### config.mk
export PLATFORM = sky130hd
export DESIGN_NAME = rgb_pwc_encoder
export DESIGN_NICKNAME = d
export VERILOG_FILES = /design/src/rtl/rgb_pwc_encoder.sv
export SDC_FILE = /design/constraint.sdc
export NUM_CORES = 1
export LEC_CHECK = 0
export BUFFER_PORTS_ARGS = -buffer_cell sky130_fd_sc_hd__buf_4
export CORE_MARGIN = 2
export CORE_UTILIZATION = 39
export DETAILED_ROUTE_END_ITERATION = 12
export GPL_ROUTABILITY_DRIVEN = 0
export PLACE_DENSITY = 0.58
export SYNTH_ARGS = -nofsm -noshare
export SYNTH_HDL_FRONTEND = slang
export SYNTH_SLANG_ARGS = --single-unit
### constraint.sdc
create_clock -name clk -period 3.54 [get_ports clk]
set_clock_uncertainty 0.1 [all_clocks]
set_input_delay 0.354 -clock clk [delete_from_list [all_inputs] [get_ports clk]]
set_output_delay 0.354 -clock clk [all_outputs]
set_load 0.03 [all_outputs]
### src/rtl/rgb_pwc_encoder.sv
`timescale 1ns/1ps
module rgb_pwc_encoder #(
  parameter int PIX_W = 24,
  parameter int CNT_W = 10,
  parameter int GAP_W = 16
) (
  input  logic             clk,
  input  logic             rst_n,
  input  logic             en,
  input  logic             pix_valid,
  input  logic [PIX_W-1:0] pix_data,
  output logic             pix_pop,
  input  logic [CNT_W-1:0] slot_len,
  input  logic [CNT_W-1:0] high_zero,
  input  logic [CNT_W-1:0] high_one,
  input  logic [GAP_W-1:0] gap_len,
  output logic             led_out
);
  localparam int IDX_W = $clog2(PIX_W);

  typedef enum logic [1:0] {S_IDLE, S_SEND, S_GAP} st_t;

  st_t              st;
  logic [PIX_W-1:0] shreg;
  logic [IDX_W-1:0] idx;
  logic [CNT_W-1:0] cnt;
  logic [GAP_W-1:0] gcnt;

  wire [CNT_W:0]   cnt_nx   = {1'b0, cnt} + 1'b1;
  wire [GAP_W:0]   gcnt_nx  = {1'b0, gcnt} + 1'b1;
  wire             slot_end = cnt_nx >= {1'b0, slot_len};
  wire             gap_end  = gcnt_nx >= {1'b0, gap_len};
  wire             last_bit = idx == IDX_W'(PIX_W - 1);
  wire [CNT_W-1:0] hi_sel   = shreg[PIX_W-1] ? high_one : high_zero;
  wire             load     = en && pix_valid &&
                              (st == S_IDLE || (st == S_SEND && slot_end && last_bit));

  assign led_out = (st == S_SEND) && (cnt < hi_sel);

  always_ff @(posedge clk or negedge rst_n) begin
    if (!rst_n) begin
      st      <= S_IDLE;
      shreg   <= '0;
      idx     <= '0;
      cnt     <= '0;
      gcnt    <= '0;
      pix_pop <= 1'b0;
    end else begin
      pix_pop <= load;
      if (load) begin
        st    <= S_SEND;
        shreg <= pix_data;
        idx   <= '0;
        cnt   <= '0;
      end else begin
        case (st)
          S_SEND: begin
            if (!slot_end) begin
              cnt <= cnt_nx[CNT_W-1:0];
            end else if (!en) begin
              st <= S_IDLE;
            end else if (last_bit) begin
              st   <= S_GAP;
              gcnt <= '0;
            end else begin
              shreg <= {shreg[PIX_W-2:0], 1'b0};
              idx   <= idx + 1'b1;
              cnt   <= '0;
            end
          end
          S_GAP: begin
            if (gap_end) st <= S_IDLE;
            else         gcnt <= gcnt_nx[GAP_W-1:0];
          end
          default: st <= S_IDLE;
        endcase
      end
    end
  end
endmodule

==> metrics.md, run 1 <==
| Metric | Value |
|---|---|
| Status | finished with violations |
| Failing checks | negative hold slack |
| Data arrival, critical path | 3570 ps |
| CTS root buf | clkbuf_8 |
| Max-slew headroom | 47.4% |
| Drt wl/cell | 14.0 um |
| GRT busiest layer | met2 |
| Unrepaired setup endpoints after global routing | true |
| # Max-Cap Violations | 0 |
| Number of synthesized flops with an enable pin | 0 |
| Pin count of the biggest net entering global routing | 59 |
| Setup Crit Path Kind | register to register |
| CTS sink cnt | 58 |
| H-Tree Level Count | 3 |
| Final Worst Setup Slack | 78.8 ps |
| Nets | 652 |
| Final hold viol count | 14 |
| Max stage delay on crit path | 420 ps |
| Total GRT Usage | 17.3% |
| Met3 GRT Util | 3.53% |
| Worst-path fanout max | 5 |
| Crit end category | register |
| Setup WS pre-CTS | -35.6 ps |
| Pwr dens | 320 nW/um^2 |
| Worst Tran Pin Value | 788 ps |
| Asr flop ratio synth | 100% |
| DR iter-0 viols | 187 |
| Width of the die | 107 um |
| DRC errors left | 0 |
| Slew Limit Fails | 0 |
| Vias in the first global route | 3467 |
| Synth Instances | 437 |
| ANT nets after route | 0 |
| Tot Pwr | 1.70 mW |
| Leakage | 2.50 nW |
| I/O pin count | 76 |
| Via density per instance | 5.14 |
| Initial antenna violation count | 0 |
| Seq/Total Area, Yosys | 35.0% |
| Min Tclk post-route | 3460 ps |
| Crit path max-delay family | simple AND/OR/NAND/NOR gates |
| Worst EP required | 3650 ps |
| Fin crit share | 97.8% |
| Ant diodes | 0 |
| Max frequency | 0.289 GHz |
| CTS max path bufs | 2 |
| Worst vdd ir | 255 uV |
| Core Area | 10300 sq um |
| Synth top area share | 35.0% |
| Synthesized Nets | 552 |
| # setup viols final | 0 |
| Crit-path slowest cell | nor4_4 |
| Vias | 3482 |
| Yosys top cell by area | dfrtp_1 |
| Buffers plus inverters on the worst setup path | 1 |
| Ys Warns | 0 |
| Crit-path cells | buf_4, and4_4, nand4_2, nor2_2, nand3_2, xnor2_2, ha_1, o21a_1, o21ai_2, a311oi_2, nor4_4, nand3_2, and4b_1, a221o_1 |
| Ranking of synthesized cells by area | dfrtp_1 (35%), ha_1 (12%), mux2i_1 (8.0%) |
| Cell Rows | 37 |
| Most used cell, CP | nand3_2 |
| IO buf count | 75 |
| Worst reg-to-reg setup slack | 80 ps |
| Starting density of the core | 40.2% |
| First-pass GRT wire length | 15900 um |
| Worst r2r path cells | 14 |
| CTS tree | done |
| Area grow syn2layout | 27.8% |
| Number of buffers inserted by hold repair at cts | 0 |
| WHS | -3.85 ps |
| R2r endpoint | st[1]$_DFFE_PN0P_ |
| Met1 usage | 22.5% |
| Share of cells above drive strength 1 | 28.8% |
| Die Area | 11500 sq um |
| Post-DP HPWL | 6910 um |
| Worst r2r src | gcnt[1]$_DFFE_PN0P_ |
| Total congestion overflow | 0 |
| GRT met2 Usage | 29.0% |
| Number of synthesized register bits | 58 |
| Synth cell types | 58 |
| Ys flop type | dfrtp_1 |
| Hold WC Path Type | input port to asynchronous set/reset pin |
| Clock Pin Slew Worst Setup and Hold Paths | 70 ps |
| Worst-Skew Late Latency | 340 ps |
| Crit path launch type | register |
| Mapped cell area | 4150 sq um |
| CTS buffer count | 9 |
| Syn_area_per_cell | 9.50 sq um |
| Die Ht | 107 um |
| Final wirelength | 9470 um |
| First-pass DRT Iterations | 4 |
==> logic make-up after synthesis <==
logic type / synth area share (%)
AOI/OAI and AO/OA: 17.5
adders and majority gates: 12.4
and+or+nand+nor: 16.3
buffers and inverters: 5.37
muxes: 7.96
DFF: 35.0
xor gates and xnor gates: 5.49
==> area by class of cell <==
| type | count | area, sq um |
|---|---|---|
| Inverter | 34 | 128 |
| Tap cell | 136 | 170 |
| Clock inverter | 6 | 41.3 |
| Fill cell | 983 | 5020 |
| Multi-Input combinational cell | 330 | 2570 |
| Clock buffer | 10 | 138 |
| Timing Repair Buffer | 104 | 801 |
| Sequential cell | 58 | 1450 |
==> synthesized netlist by cell type (6+ instances only) <==
library cell,n
dfrtp_1,58
nand2_1,47
ha_1,41
o21ai_0,39
inv_1,33
mux2i_1,33
xnor2_1,19
nand3_1,17
a22o_1,14
nor2_1,13
a21oi_1,12
clkbuf_1,7
xor2_1,7
a21o_1,6
and3_1,6
o21ai_1,6
==> state kept, by name, summed over array words and instances, names as in the netlist <==
name	flops
cnt	10
gcnt	16
shreg	24
idx	5
pix_pop	1
st	2
==> how the worst max path moves through the flow <==
stage | from | end | slack (ps) | depth (start not counted)
6_report | gcnt[1]$_DFFE_PN0P_ | st[1]$_DFFE_PN0P_ | 80 | 14
5_1_grt | gcnt[0]$_DFFE_PN0P_ | gcnt[13]$_DFFE_PN0P_ | -80 | 14
4_1_cts | gcnt[1]$_DFFE_PN0P_ | gcnt[15]$_DFFE_PN0P_ | 10 | 13
3_5_place_dp | gcnt[1]$_DFFE_PN0P_ | gcnt[0]$_DFFE_PN0P_ | -40 | 13
3_3_place_gp | gcnt[1]$_DFFE_PN0P_ | gcnt[0]$_DFFE_PN0P_ | 50 | 13
2_1_floorplan | gcnt[1]$_DFFE_PN0P_ | gcnt[0]$_DFFE_PN0P_ | 2 | 14
==> metrics by stage <==
step	setup TNS (ps)	instance area (sq um)	std cells	utilization, %	hold slack [ps]
4_1_cts	0	5180	671	50.2	0.989
2_1_floorplan	0	4160	437	-	-41.6
5_1_grt	-447	5300	678	51.4	30.1
3_3_place_gp	0	5000	655	48.4	381
6_report	0	5300	678	51.4	-3.85
3_5_place_dp	-177	5000	655	48.4	380
==> report_power, final <==
group | leakage (nW) | switching [mW] | internal [mW]
Clock | 0.0847 | 0.287 | 0.273
Combinational | 1.65 | 0.180 | 0.180
Sequential | 0.766 | 0.0467 | 0.730
==> metal layers <==
layer	wire, um	up-vias
li1	-	1767
met1	4410	1651
met2	4670	58
met3	327	6
met4	61	0
met5	0	-
==> cell usage in the layout (no fill, tap or decap), types with 12 or more instances in the layout <==
| master | count |
|---|---|
| buf_4 | 101 |
| dfrtp_1 | 56 |
| ha_1 | 40 |
| inv_1 | 33 |
| xnor2_1 | 18 |
| nand3_1 | 16 |
| a21oi_1 | 12 |
| o21ai_0 | 36 |
| mux2i_1 | 33 |
| a22o_1 | 14 |
| nand2_1 | 47 |
==> what timing repair did <==
item | 4_1_cts | 5_1_grt
endpoints found under the hold margin | 0 | 0
gates cloned | 0 | 1
setup endpoints to repair | 7 | 51
resized for setup | 0 | 19
buffers inserted | 0 | 6
pin swaps | 1 | 19
No activity file was read; power rests on OpenSTA's default activity.
==> run 2, diff against run 1 <==
--- a/config.mk
+++ b/config.mk
@@ -10,7 +10,7 @@
 export CORE_UTILIZATION = 39
 export DETAILED_ROUTE_END_ITERATION = 12
 export GPL_ROUTABILITY_DRIVEN = 0
-export PLACE_DENSITY = 0.58
+export PLACE_DENSITY = 0.55
 export SYNTH_ARGS = -nofsm -noshare
 export SYNTH_HDL_FRONTEND = slang
 export SYNTH_SLANG_ARGS = --single-unit
==> constraint.sdc (replaced) <==
create_clock -name clk -period 4.25 [get_ports clk]
set_clock_uncertainty 0.1 [all_clocks]
set_input_delay 0.425 -clock clk [delete_from_list [all_inputs] [get_ports clk]]
set_output_delay 0.425 -clock clk [all_outputs]
set_load 0.03 [all_outputs]
==> metrics.md, run 2 (synthesis gave the netlist of run 1 again) <==
| Metric | Value |
|---|---|
| CTS max path bufs | 2 (unchanged) |
| Biggest register | shreg |
| # Max-Cap Violations | 0 (unchanged) |
| Crit end category | register |
| Filler cells | 1019 (+3.7%) |
| Min Tclk post-route | 3900 ps (+437 ps) |
| Leakage | 2.41 nW (-3.9%) |
| # setup viols final | 0 (unchanged) |
| I/O pin count | 76 (unchanged) |
| Worst-Skew Late Latency | 340 ps (about the same) |
| R2r endpoint | gcnt[13]$_DFFE_PN0P_ |
| Clock Pin Slew Worst Setup and Hold Paths | 60 ps (about the same) |
| WHS | 72.6 ps (+76.4 ps) |
| Drt wl/cell | 14.5 um (+3.8%) |
| Worst-path fanout max | 7 (+2) |
| Unrepaired setup endpoints after global routing | false |
| Most frequent cells in the layout | buf_4 (79), dfrtp_1 (58), nand2_1 (47) |
| Buffers plus inverters on the worst setup path | 1 (unchanged) |
| Pin count of the biggest net entering global routing | 59 (unchanged) |
| CTS root buf | clkbuf_8 |
| CTS tree | done |
| Power Internal | 1.10 mW (-7.4%) |
| Area grow syn2layout | 22.1% |
| Combinational power share | 19.4% (-1.8 points) |
| Nets | 627 (-3.8%) |
| Crit-path slowest cell | or4_4 |
| Worst r2r path cells | 14 (unchanged) |
| Width of the die | 107 um (unchanged) |
| Area taken by multi-input logic gates | 2490 sq um (-3.3%) |
| Most common cell after layout, fill and taps aside | buf_4 |
| Clock share of power | 38.0% (+5.0 points) |
| Setup WS pre-CTS | 387 ps (+423 ps) |
| CTS sink cnt | 58 (unchanged) |
| Die Ht | 107 um (unchanged) |
| Number of buffers inserted by hold repair at cts | 0 (unchanged) |
| Worst Tran Pin Value | 918 ps (+130 ps) |
| Ant diodes | 0 (unchanged) |
| IO buf count | 75 (unchanged) |
| Non-Filler Instances | 653 (-3.7%) |
| Worst r2r src | gcnt[0]$_DFFE_PN0P_ |
| Total GRT Usage | 17.6% (+0.28 points) |
| # Post-CTS Setup Buffers | 0 (unchanged) |
| Fin crit share | 91.7% (-6.1 points) |
| Worst EP required | 4410 ps (+760 ps) |
| Slew Limit Fails | 0 (unchanged) |
| Vias | 3389 (-2.7%) |
| Setup Crit Path Kind | register to register |
| Starting density of the core | 40.2% (unchanged) |
| ANT nets after route | 0 (unchanged) |
| Crit path max-delay family | simple AND/OR/NAND/NOR gates |
| Crit. Startpoint | gcnt[0]$_DFFE_PN0P_ |
| Max stage delay on crit path | 570 ps (+150 ps) |
| Crit-path cells | ha_1, nand3_2, or4_4, nor2_1, xor2_1, ha_1, o21a_1, o21ai_1, a311oi_1, nor4_4, buf_4, nand3_2, or4_1, o21ai_1 |
| First-pass GRT wire length | 16200 um (+1.6%) |
| Biggest regs | shreg: 24 flops, gcnt: 16 flops, cnt: 10 flops |
| Vias in the first global route | 3546 (+2.3%) |
| Register Area | 1450 sq um (-0.17%) |
| Crit path launch type | register |
| H-Tree Level Count | 3 (unchanged) |
| Worst reg-to-reg setup slack | 350 ps (+270 ps) |
| End of the critical path | gcnt[13]$_DFFE_PN0P_ |
| Post-DP HPWL | 7000 um (+1.4%) |
| Max reg flops | 24 (unchanged) |
| DR iter-0 viols | 134 (-28%) |
| Share of cells above drive strength 1 | 22.2% (-6.5 points) |
| Max-slew headroom | 38.7% (-8.7 points) |
| Worst path depth | 14 (unchanged) |
| Aggregate negative setup slack | 0 ps (unchanged) |
| First-pass DRT Iterations | 4 (unchanged) |
| Register share of total power | 42.6% (-3.2 points) |
| Cell Rows | 37 (unchanged) |
| Core Util, Final | 49.1% (-2.3 points) |
| Status | finished, final reports clean |
| Hold WC Path Type | input port to asynchronous set/reset pin |
| DRC errors left | 0 (unchanged) |
| Core Area | 10300 sq um (unchanged) |
| Design area | 5070 sq um (-4.4%) |
| Cell count after placement | 637 (-2.7%) |
| Total congestion overflow | 0 (unchanged) |
| Initial antenna violation count | 0 (unchanged) |
| Pwr dens | 300 nW/um^2 (-6.3%) |
| Data arrival, critical path | 4050 ps (+480 ps) |
| Worst vdd ir | 143 uV (-44%) |
| Sw Ratio | 27.9% (-2.4 points) |
| Post-CTS Resized | 0 (unchanged) |
| Max frequency | 0.257 GHz (-11%) |
| Tot Pwr | 1.52 mW (-11%) |
| CTS buffer count | 9 (unchanged) |
| Final hold viol count | 0 (-14) |
| Via density per instance | 5.19 (+1.1%) |
| Final wirelength | 9470 um (about the same) |
| Final Worst Setup Slack | 352 ps (+273 ps) |
| Placed cell area | 4850 sq um (-3.0%) |
| Sw Pwr | 0.423 mW (-18%) |
| Die Area | 11500 sq um (unchanged) |
-- run 2: worst reg2reg max path, stage by stage, from the launching register on --
cell,delay [ps]
dfrtp_1,470
ha_1,300
nand3_2,150
or4_4,570
nor2_1,150
xor2_1,200
ha_1,290
o21a_1,120
o21ai_1,160
a311oi_1,100
nor4_4,310
buf_4,200
nand3_2,120
or4_1,500
o21ai_1,90
-- run 2: final cells by class --
class | instances | area share (%)
clock buffer | 11 | 2.79
tap | 136 | 3.36
timing repair buffer | 80 | 12.1
inverter | 34 | 2.52
sequential | 58 | 28.6
clock inverter | 5 | 1.53
multi-input combinational | 329 | 49.1
-- run 2: worst min path at each step --
| stage | from | end | depth (start not counted) |
|---|---|---|---|
| 5_1_grt | rst_n | cnt[7]$_DFFE_PN0P_ | 1 |
| 3_3_place_gp | gcnt[14]$_DFFE_PN0P_ | gcnt[14]$_DFFE_PN0P_ | 1 |
| 6_report | rst_n | gcnt[0]$_DFFE_PN0P_ | 1 |
| 4_1_cts | rst_n | gcnt[0]$_DFFE_PN0P_ | 1 |
| 2_1_floorplan | rst_n | cnt[0]$_DFFE_PN0P_ | 0 |
| 3_5_place_dp | gcnt[14]$_DFFE_PN0P_ | gcnt[14]$_DFFE_PN0P_ | 1 |
-- run 2: per-layer routing --
| metal | vias up | GRT usage (%) | wire length [um] |
|---|---|---|---|
| li1 | 1721 | - | - |
| met1 | 1580 | 22.2 | 4440 |
| met2 | 73 | 29.5 | 4410 |
| met3 | 15 | 4.44 | 433 |
| met4 | 0 | 5.38 | 189 |
| met5 | - | 0 | 0 |
-- run 2: power groups by stage --
stage	clock (mW)	combinational (mW)	sequential, mW
2_1_floorplan	0	0.184	0.646
3_3_place_gp	0	0.295	0.655
3_5_place_dp	0	0.299	0.658
4_1_cts	0.597	0.300	0.648
5_1_grt	0.620	0.335	0.655
6_report	0.577	0.294	0.647
